--- src/rtl/alsu_pkg.sv ---
// Package: shared select encodings for the arithmetic logic shift unit.
// Assumes: the two-bit fields are taken straight from the select port.
package alsu_pkg;

    // Output word choice, driven by sel[3:2].
    typedef enum logic [1:0] {
        OUT_ARITH = 2'b00,
        OUT_LOGIC = 2'b01,
        OUT_SHR   = 2'b10,
        OUT_SHL   = 2'b11
    } out_sel_e;

    // Logic operation, driven by sel[1:0].
    typedef enum logic [1:0] {
        LOP_AND  = 2'b00,
        LOP_OR   = 2'b01,
        LOP_XOR  = 2'b10,
        LOP_NOTA = 2'b11
    } logic_op_e;

    // Source of the adder second input, driven by sel[1:0].
    typedef enum logic [1:0] {
        Y_ZERO = 2'b00,
        Y_B    = 2'b01,
        Y_NB   = 2'b10,
        Y_ONES = 2'b11
    } y_src_e;

endpackage

--- src/rtl/alsu_arith.sv ---
// Module: alsu_arith
// Ripple adder whose second input comes from a per-bit four-way selector
// (zero, B, NOT B, all ones). Gives eight operations from two select bits
// and the carry input. Assumes W >= 1; purely combinational.
module alsu_arith
    import alsu_pkg::*;
#(
    parameter int W = 8
) (
    input  logic [W-1:0] a,
    input  logic [W-1:0] b,
    input  logic         cin,
    input  logic [1:0]   op,
    output logic [W-1:0] sum,
    output logic         cout
);

    logic [W-1:0] y_word;

    // One selector per bit picks the adder second input.
    for (genvar i = 0; i < W; i++) begin : g_ymux
        always_comb begin
            unique case (y_src_e'(op))
                Y_ZERO:  y_word[i] = 1'b0;
                Y_B:     y_word[i] = b[i];
                Y_NB:    y_word[i] = ~b[i];
                default: y_word[i] = 1'b1;
            endcase
        end
    end

    // Full-adder chain from LSB to MSB; the last carry leaves as cout.
    always_comb begin
        logic cy;
        cy = cin;
        for (int i = 0; i < W; i++) begin
            sum[i] = a[i] ^ y_word[i] ^ cy;
            cy     = (a[i] & y_word[i]) | (cy & (a[i] ^ y_word[i]));
        end
        cout = cy;
    end

    // Invariants of the arithmetic codes, checked on every change.
    always_comb begin
        if (op == 2'b00 && cin && (&a)) begin
            p_inc_wrap_r1: assert (sum == '0 && cout)
                else $error("increment of all ones must wrap with carry");
        end
        if (op == 2'b10 && cin) begin
            p_sub_borrow_r3: assert (cout == (a >= b))
                else $error("subtract carry must mean no borrow");
        end
        if (op == 2'b11 && cin) begin
            p_hold_identity_r4: assert (sum == a && cout)
                else $error("A plus ones plus one must return A with carry");
        end
    end

endmodule

--- src/rtl/alsu_logic.sv ---
// Module: alsu_logic
// Bitwise logic stage: AND, OR, XOR or NOT of the first operand, chosen by
// two select bits shared by every bit position. Purely combinational.
module alsu_logic
    import alsu_pkg::*;
#(
    parameter int W = 8
) (
    input  logic [W-1:0] a,
    input  logic [W-1:0] b,
    input  logic [1:0]   op,
    output logic [W-1:0] res
);

    // Every bit uses the same operation select.
    for (genvar i = 0; i < W; i++) begin : g_bit
        always_comb begin
            unique case (logic_op_e'(op))
                LOP_AND:  res[i] = a[i] & b[i];
                LOP_OR:   res[i] = a[i] | b[i];
                LOP_XOR:  res[i] = a[i] ^ b[i];
                default:  res[i] = ~a[i];
            endcase
        end
    end

    // The complement code must ignore the second operand.
    always_comb begin
        if (op == 2'b11) begin
            p_not_a_r5: assert (res == ~a)
                else $error("complement code must invert A only");
        end
    end

endmodule

--- src/rtl/alsu_shift.sv ---
// Module: alsu_shift
// Single-place shifter of the first operand in both directions; each
// vacated end bit takes its own serial input. Assumes W >= 2.
module alsu_shift #(
    parameter int W = 8
) (
    input  logic [W-1:0] a,
    input  logic         fill_msb,
    input  logic         fill_lsb,
    output logic [W-1:0] shr,
    output logic [W-1:0] shl
);

    localparam int TOP = W - 1;

    // Each output bit takes its neighbour, end bits take serial inputs.
    for (genvar i = 0; i < W; i++) begin : g_bit
        if (i == TOP) begin : g_top
            assign shr[i] = fill_msb;
        end else begin : g_mid_r
            assign shr[i] = a[i+1];
        end
        if (i == 0) begin : g_bot
            assign shl[i] = fill_lsb;
        end else begin : g_mid_l
            assign shl[i] = a[i-1];
        end
    end

endmodule

--- src/rtl/alsu_core.sv ---
// Module: alsu_core (top)
// Arithmetic logic shift unit: arithmetic and logic stages run in parallel
// on sel[1:0]; sel[3:2] picks arithmetic, logic, right shift or left shift.
// Carry leaves only with the arithmetic word. Assumes W >= 2.
module alsu_core
    import alsu_pkg::*;
#(
    parameter int W = 8
) (
    input  logic [W-1:0] op_a,
    input  logic [W-1:0] op_b,
    input  logic         carry_in,
    input  logic [3:0]   sel,
    input  logic         ser_right_in,
    input  logic         ser_left_in,
    output logic [W-1:0] result,
    output logic         carry_out
);

    localparam int MSB = W - 1;

    logic [W-1:0] arith_w;
    logic         arith_c;
    logic [W-1:0] logic_w;
    logic [W-1:0] shr_w;
    logic [W-1:0] shl_w;

    alsu_arith #(.W(W)) arith_i (
        .a    (op_a),
        .b    (op_b),
        .cin  (carry_in),
        .op   (sel[1:0]),
        .sum  (arith_w),
        .cout (arith_c)
    );

    alsu_logic #(.W(W)) logic_i (
        .a   (op_a),
        .b   (op_b),
        .op  (sel[1:0]),
        .res (logic_w)
    );

    alsu_shift #(.W(W)) shift_i (
        .a        (op_a),
        .fill_msb (ser_right_in),
        .fill_lsb (ser_left_in),
        .shr      (shr_w),
        .shl      (shl_w)
    );

    // Output selector: one of four stage words, carry only with arithmetic.
    always_comb begin
        carry_out = 1'b0;
        unique case (out_sel_e'(sel[3:2]))
            OUT_ARITH: begin
                result    = arith_w;
                carry_out = arith_c;
            end
            OUT_LOGIC: result = logic_w;
            OUT_SHR:   result = shr_w;
            default:   result = shl_w;
        endcase
    end

    // Port-level checks on carry gating and shift fill.
    always_comb begin
        if (sel[3:2] != 2'b00) begin
            p_carry_quiet_r8: assert (!carry_out)
                else $error("carry must be low outside arithmetic");
        end
        if (sel[3:2] == 2'b10) begin
            p_shr_fill_r6: assert (result[MSB] == ser_right_in && result[MSB-1:0] == op_a[MSB:1])
                else $error("right shift field mismatch");
        end
        if (sel[3:2] == 2'b11) begin
            p_shl_fill_r7: assert (result[0] == ser_left_in && result[MSB:1] == op_a[MSB-1:0])
                else $error("left shift field mismatch");
        end
    end

endmodule

--- config.mk ---
export PLATFORM = sky130hd
export DESIGN_NAME = alsu_core
export DESIGN_NICKNAME = d
export VERILOG_FILES = /design/src/rtl/alsu_pkg.sv /design/src/rtl/alsu_arith.sv /design/src/rtl/alsu_logic.sv /design/src/rtl/alsu_shift.sv /design/src/rtl/alsu_core.sv
export SDC_FILE = /design/constraint.sdc
export NUM_CORES = 1
export LEC_CHECK = 0
export BUFFER_PORTS_ARGS = -buffer_cell sky130_fd_sc_hd__buf_4
export CORE_MARGIN = 5
export CORE_UTILIZATION = 30
export DETAILED_ROUTE_END_ITERATION = 10
export GPL_TIMING_DRIVEN = 0
export SETUP_SLACK_MARGIN = 0.3
export SYNTH_ARGS = -nofsm -noshare
export SYNTH_HDL_FRONTEND = slang
export SYNTH_SLANG_ARGS = --single-unit
--- constraint.sdc ---
create_clock -name vclk -period 15.05
set_clock_uncertainty 0.1 [all_clocks]
set_input_delay 3.01 -clock vclk [all_inputs]
set_output_delay 3.01 -clock vclk [all_outputs]
set_load 0.05 [all_outputs]
======== After elaboration in Yosys (flattened, before gate mapping) ========
Index checks and enable logic that the tools add are counted.
cells by class
  equality and inequality tests ........... 4
  multiplexer cells ....................... 18
  bitwise gates (word level) .............. 80
  reductions and logical operators ........ 2
operator list
  cell                  count
  $pmux W1 S3           16
  $and A1 B1 Y1         24
  $pmux W8 S3           1
  $xor A1 B1 Y1         24
  $not A1 Y1            16
  $or A1 B1 Y1          16
  $eq A2 B1 Y1 const B  2
  $eq A2 B2 Y1 const B  2
  $logic_not A2 Y1      2
  $mux W1               1
word-level totals
  register bits ........................... 0
  input port bits ......................... 23
  output and inout bits ................... 9

======== Longest topological paths before layout ========
  depth in word-level cells ............... 20
  mapped depth ............................ 18

======== Cells and area by module ========
Synthesis repeated with hierarchy kept, for this count alone.
second synthesis, totals
  cell total of the unflattened synthesis .. 101
  area, all modules ....................... 1094.8 um2
modules (own cells, without submodules)
  module      instances  cells each  area each (um2)
  alsu_logic  1          50          493.0
  alsu_arith  1          24          277.8
  alsu_core   1          11          203.9
  alsu_shift  1          16          120.1

======== Least setup slack after synthesis ========
Ideal clock, no wire load.
  kind .................................... input port to output port
  start ................................... input sel[0]
  end ..................................... output carry_out
  data arrival time ....................... 7065 ps
  required time ........................... 11940 ps
  slack ................................... 4875 ps
  stages .................................. 16
  path through ............................ clkbuf_1 buf_2 mux2i_1 fa_1 fa_1 inv_1 fa_1 fa_1 inv_1 fa_1 inv_1 fa_1 inv_1 fa_1 fa_1 nor3_1
on the way
  word-level cells in the longest chain between the ends .. 20
RTL lines
  item                                  line              source
  from (decl)                           alsu_core.sv:13   input logic [3:0] sel,
  $eq A2 B2 Y1 (tied with other cells)  alsu_arith.sv:23  unique case (y_src_e'(op))
  $pmux W1 S3                           alsu_arith.sv:23
  $xor A1 B1 Y1                         alsu_arith.sv:38  cy = (a[i] & y_word[i]) | (cy & (a[i] ^ y_word[i]));
  $and A1 B1 Y1                         alsu_arith.sv:38
  $or A1 B1 Y1                          alsu_arith.sv:38
  $and A1 B1 Y1                         alsu_arith.sv:38
  $or A1 B1 Y1                          alsu_arith.sv:38
  $and A1 B1 Y1                         alsu_arith.sv:38
  [4 not listed]                        --
  $or A1 B1 Y1                          alsu_arith.sv:38
  $and A1 B1 Y1                         alsu_arith.sv:38
  $or A1 B1 Y1                          alsu_arith.sv:38
  $and A1 B1 Y1                         alsu_arith.sv:38
  $or A1 B1 Y1                          alsu_arith.sv:38
  $and A1 B1 Y1                         alsu_arith.sv:38
  $or A1 B1 Y1 (*)                      alsu_arith.sv:38
  $mux W1 (*)                           alsu_core.sv:55   unique case (out_sel_e'(sel[3:2]))
  to (decl)                             alsu_core.sv:17   output logic carry_out
Mark *: on every way between the ends. The rest lies on a longest branch, timed or not.

======== Worst setup path after layout ========
  start ................................... input sel[0]
  end ..................................... output result[7]
on the way
  word-level cells in the longest chain between the ends .. 19
RTL lines
  item                                  line                                source
  $eq A2 B2 Y1 (tied with other cells)  alsu_arith.sv:23, alsu_logic.sv:18
  $pmux W1 S3                           alsu_arith.sv:23
  $xor A1 B1 Y1                         alsu_arith.sv:38
  $and A1 B1 Y1                         alsu_arith.sv:38
  $or A1 B1 Y1                          alsu_arith.sv:38
  $and A1 B1 Y1                         alsu_arith.sv:38
  $or A1 B1 Y1                          alsu_arith.sv:38
  $and A1 B1 Y1                         alsu_arith.sv:38
  [3 not listed]                        --
  $and A1 B1 Y1                         alsu_arith.sv:38
  $or A1 B1 Y1                          alsu_arith.sv:38
  $and A1 B1 Y1                         alsu_arith.sv:38
  $or A1 B1 Y1                          alsu_arith.sv:38
  $and A1 B1 Y1                         alsu_arith.sv:38
  $or A1 B1 Y1                          alsu_arith.sv:38
  $xor A1 B1 Y1                         alsu_arith.sv:37                    sum[i] = a[i] ^ y_word[i] ^ cy;
  $pmux W8 S3 (*)                       alsu_core.sv:55
  to (decl)                             alsu_core.sv:16                     output logic [W-1:0] result,
Marks and branches as above.

==> out/results.txt <==
Synth area leaders - ha_1, fa_1, nor2b_1
WL final - 2621 um
Crit Path Class - input port to primary output
grt peak-use layer - met2
Sequential Power Share - 0%
synth unique cells - 21
max cap viols - 0
DIE AREA - 4733 sq um
met3 usage - 0.1621%
share of post-route cells with drive strength above 1 - 25.31%
clkbuf count - 0
sequential cells - 0
cell-internal power - 0.00002095 W
FILL cells - 351
final setup violating endpoints - 0
DRC violations left - 0
Synth Cell Area - 1037 sq um
HP Class - input port to primary output
Mean Syn Cell Area - 7.918 sq um
core area - 3337 sq um
Post-CTS Setup Inserts - 0
Reg area - 0 sq um
Final Hold Fails - 0
post-layout minimum cycle time - 10,300 ps
Leakage - 0.6545 nW
area delta synth->final - 27.99%
Post-Synthesis Cells - 131
largest net degree at the start of global routing - 11
worst hold margin - 6394 ps
Slew @ Worst Pin - 494.2 ps
Startpoint Class - input port
initial antenna violation count - 0
critical path capture point type - primary output
# diodes - 0
Total Negative Setup Slacks - 0 ps
Post-CTS Resized - 0
worst path arrival time - 7190 ps
initial core utilization - 31.08%
WL/cell - 12.60 um
Die Ht - 68.80 um
row count - 21
Fmax - 0.09711 GHz
Pins Over Slew Limit - 0
Max Fanout on Critical Path - 10
total power - 0.00005016 W
First-pass DRT Iterations - 4
Vias - 1,003
Slew HR - 66.99%
Util after Layout - 39.78%
status - finished clean
switching part of the total - 58.24%
post-DP HPWL - 2182 um
Post-CTS Hold Buffers - 0
RD Place Congestion - 0.7300
pre-CTS setup slack - 4727 ps
top cell type's share of synthesized area - 19.30%
Power Dens Cells - 37.79 nW/um^2
M2 GR Usage - 21.93%
Via-to-Cell Ratio - 4.822
Yosys warnings - 0
Required @ worst endpoint - 11,940 ps
final antenna-violating net count - 0
GRT Util Overall - 11.40%
number of global-route vias before repair - 964
Die W - 68.80 um
peak supply drop - 0.00001187 V
grt total ovfl - 0
Final period util - 68.43%
final worst setup slack - 4752 ps
1st-iter DRT viols - 80
nets - 211
Synthesized Nets - 178
Synth area leader - ha_1
number of I/O port buffers - 31
Clock power frac - 0%
I/O pins - 32
Net Switching - 0.00002921 W
unrepaired setup endpoints after global routing - false
first-pass GRT wire length - 4243 um
combinational share of power - 100.0%
M1 GR Usage - 14.92%
sequential-to-total area share from yosys stat - 0%
[worst paths after layout]
path | startpoint | to | slack (ps) | cells after the start
max | sel[0] | result[7] | 4750 | 20
min | ser_left_in | result[0] | 6390 | 3
[layout by cell type, fill, tap and decap left out, types with 3 or more instances in the layout]
master / instances
buf_4: 31
nor2b_1: 20
o21ai_0: 8
nand2b_1: 6
mux4_2: 3
mux2i_1: 5
o211ai_1: 4
nand2_1: 9
clkbuf_1: 4
a211oi_1: 3
mux2_2: 3
buf_2: 4
a21oi_1: 3
a41oi_1: 5
inv_1: 25
ha_1: 16
fa_1: 8
[cell families after synthesis]
logic type	count (synthesis)	share of synthesized area, %
muxes	12	17.13
buffers and inverters	33	12.42
and+or+nand+nor	37	19.78
adders and majority gates	24	34.74
AOI/OAI and AO/OA	25	15.92
[layer usage]
layer	wire length [um]	vias up
li1	-	496
met1	1126	481
met2	1358	26
met3	136	0
met4	0	0
met5	0	-
[power by group through the flow]
| stage | registers (W) | clock network [W] | logic [W] |
|---|---|---|---|
| after detailed placement | 0 | 0 | 0.0000507 |
| final | 0 | 0 | 0.0000502 |
| after floorplan | 0 | 0 | 0.0000334 |
| after global placement | 0 | 0 | 0.0000494 |
| after global routing | 0 | 0 | 0.0000557 |
| after CTS | 0 | 0 | 0.0000509 |
[critical path, stage by stage]
cell	delay, ps
buf_4	130
clkbuf_1	330
buf_2	310
mux2i_1	130
fa_1	380
fa_1	370
inv_1	80
fa_1	190
fa_1	180
inv_1	50
fa_1	350
inv_1	80
fa_1	160
inv_1	50
fa_1	400
fa_1	440
nand2b_1	80
a21oi_1	60
a41oi_1	180
buf_4	230
[synthesized netlist by cell type, types with 4 or more instances]
cell type and n:
a41oi_1 5, buf_2 4, clkbuf_1 4, fa_1 8, ha_1 16, inv_1 25
mux2i_1 5, nand2_1 9, nand2b_1 6, nor2b_1 20, o211ai_1 4, o21ai_0 8
[metrics by stage]
step           std cells  instance area [sq um]
3_5_place_dp         208                   1328
4_1_cts              208                   1328
2_1_floorplan        131                   1037
3_3_place_gp         208                   1328
5_1_grt              208                   1328
6_report             208                   1328
[cell type report]
| class | count | area [sq um] | area share [%] |
|---|---|---|---|
| plain buffers | 8 | 35.03 | 2.639 |
| well taps | 46 | 57.56 | 4.336 |
| repair buffers | 31 | 232.7 | 17.53 |
| inverters | 25 | 93.84 | 7.069 |
| multi-input cells | 98 | 908.4 | 68.43 |
Power figures use the tool's default switching activity.
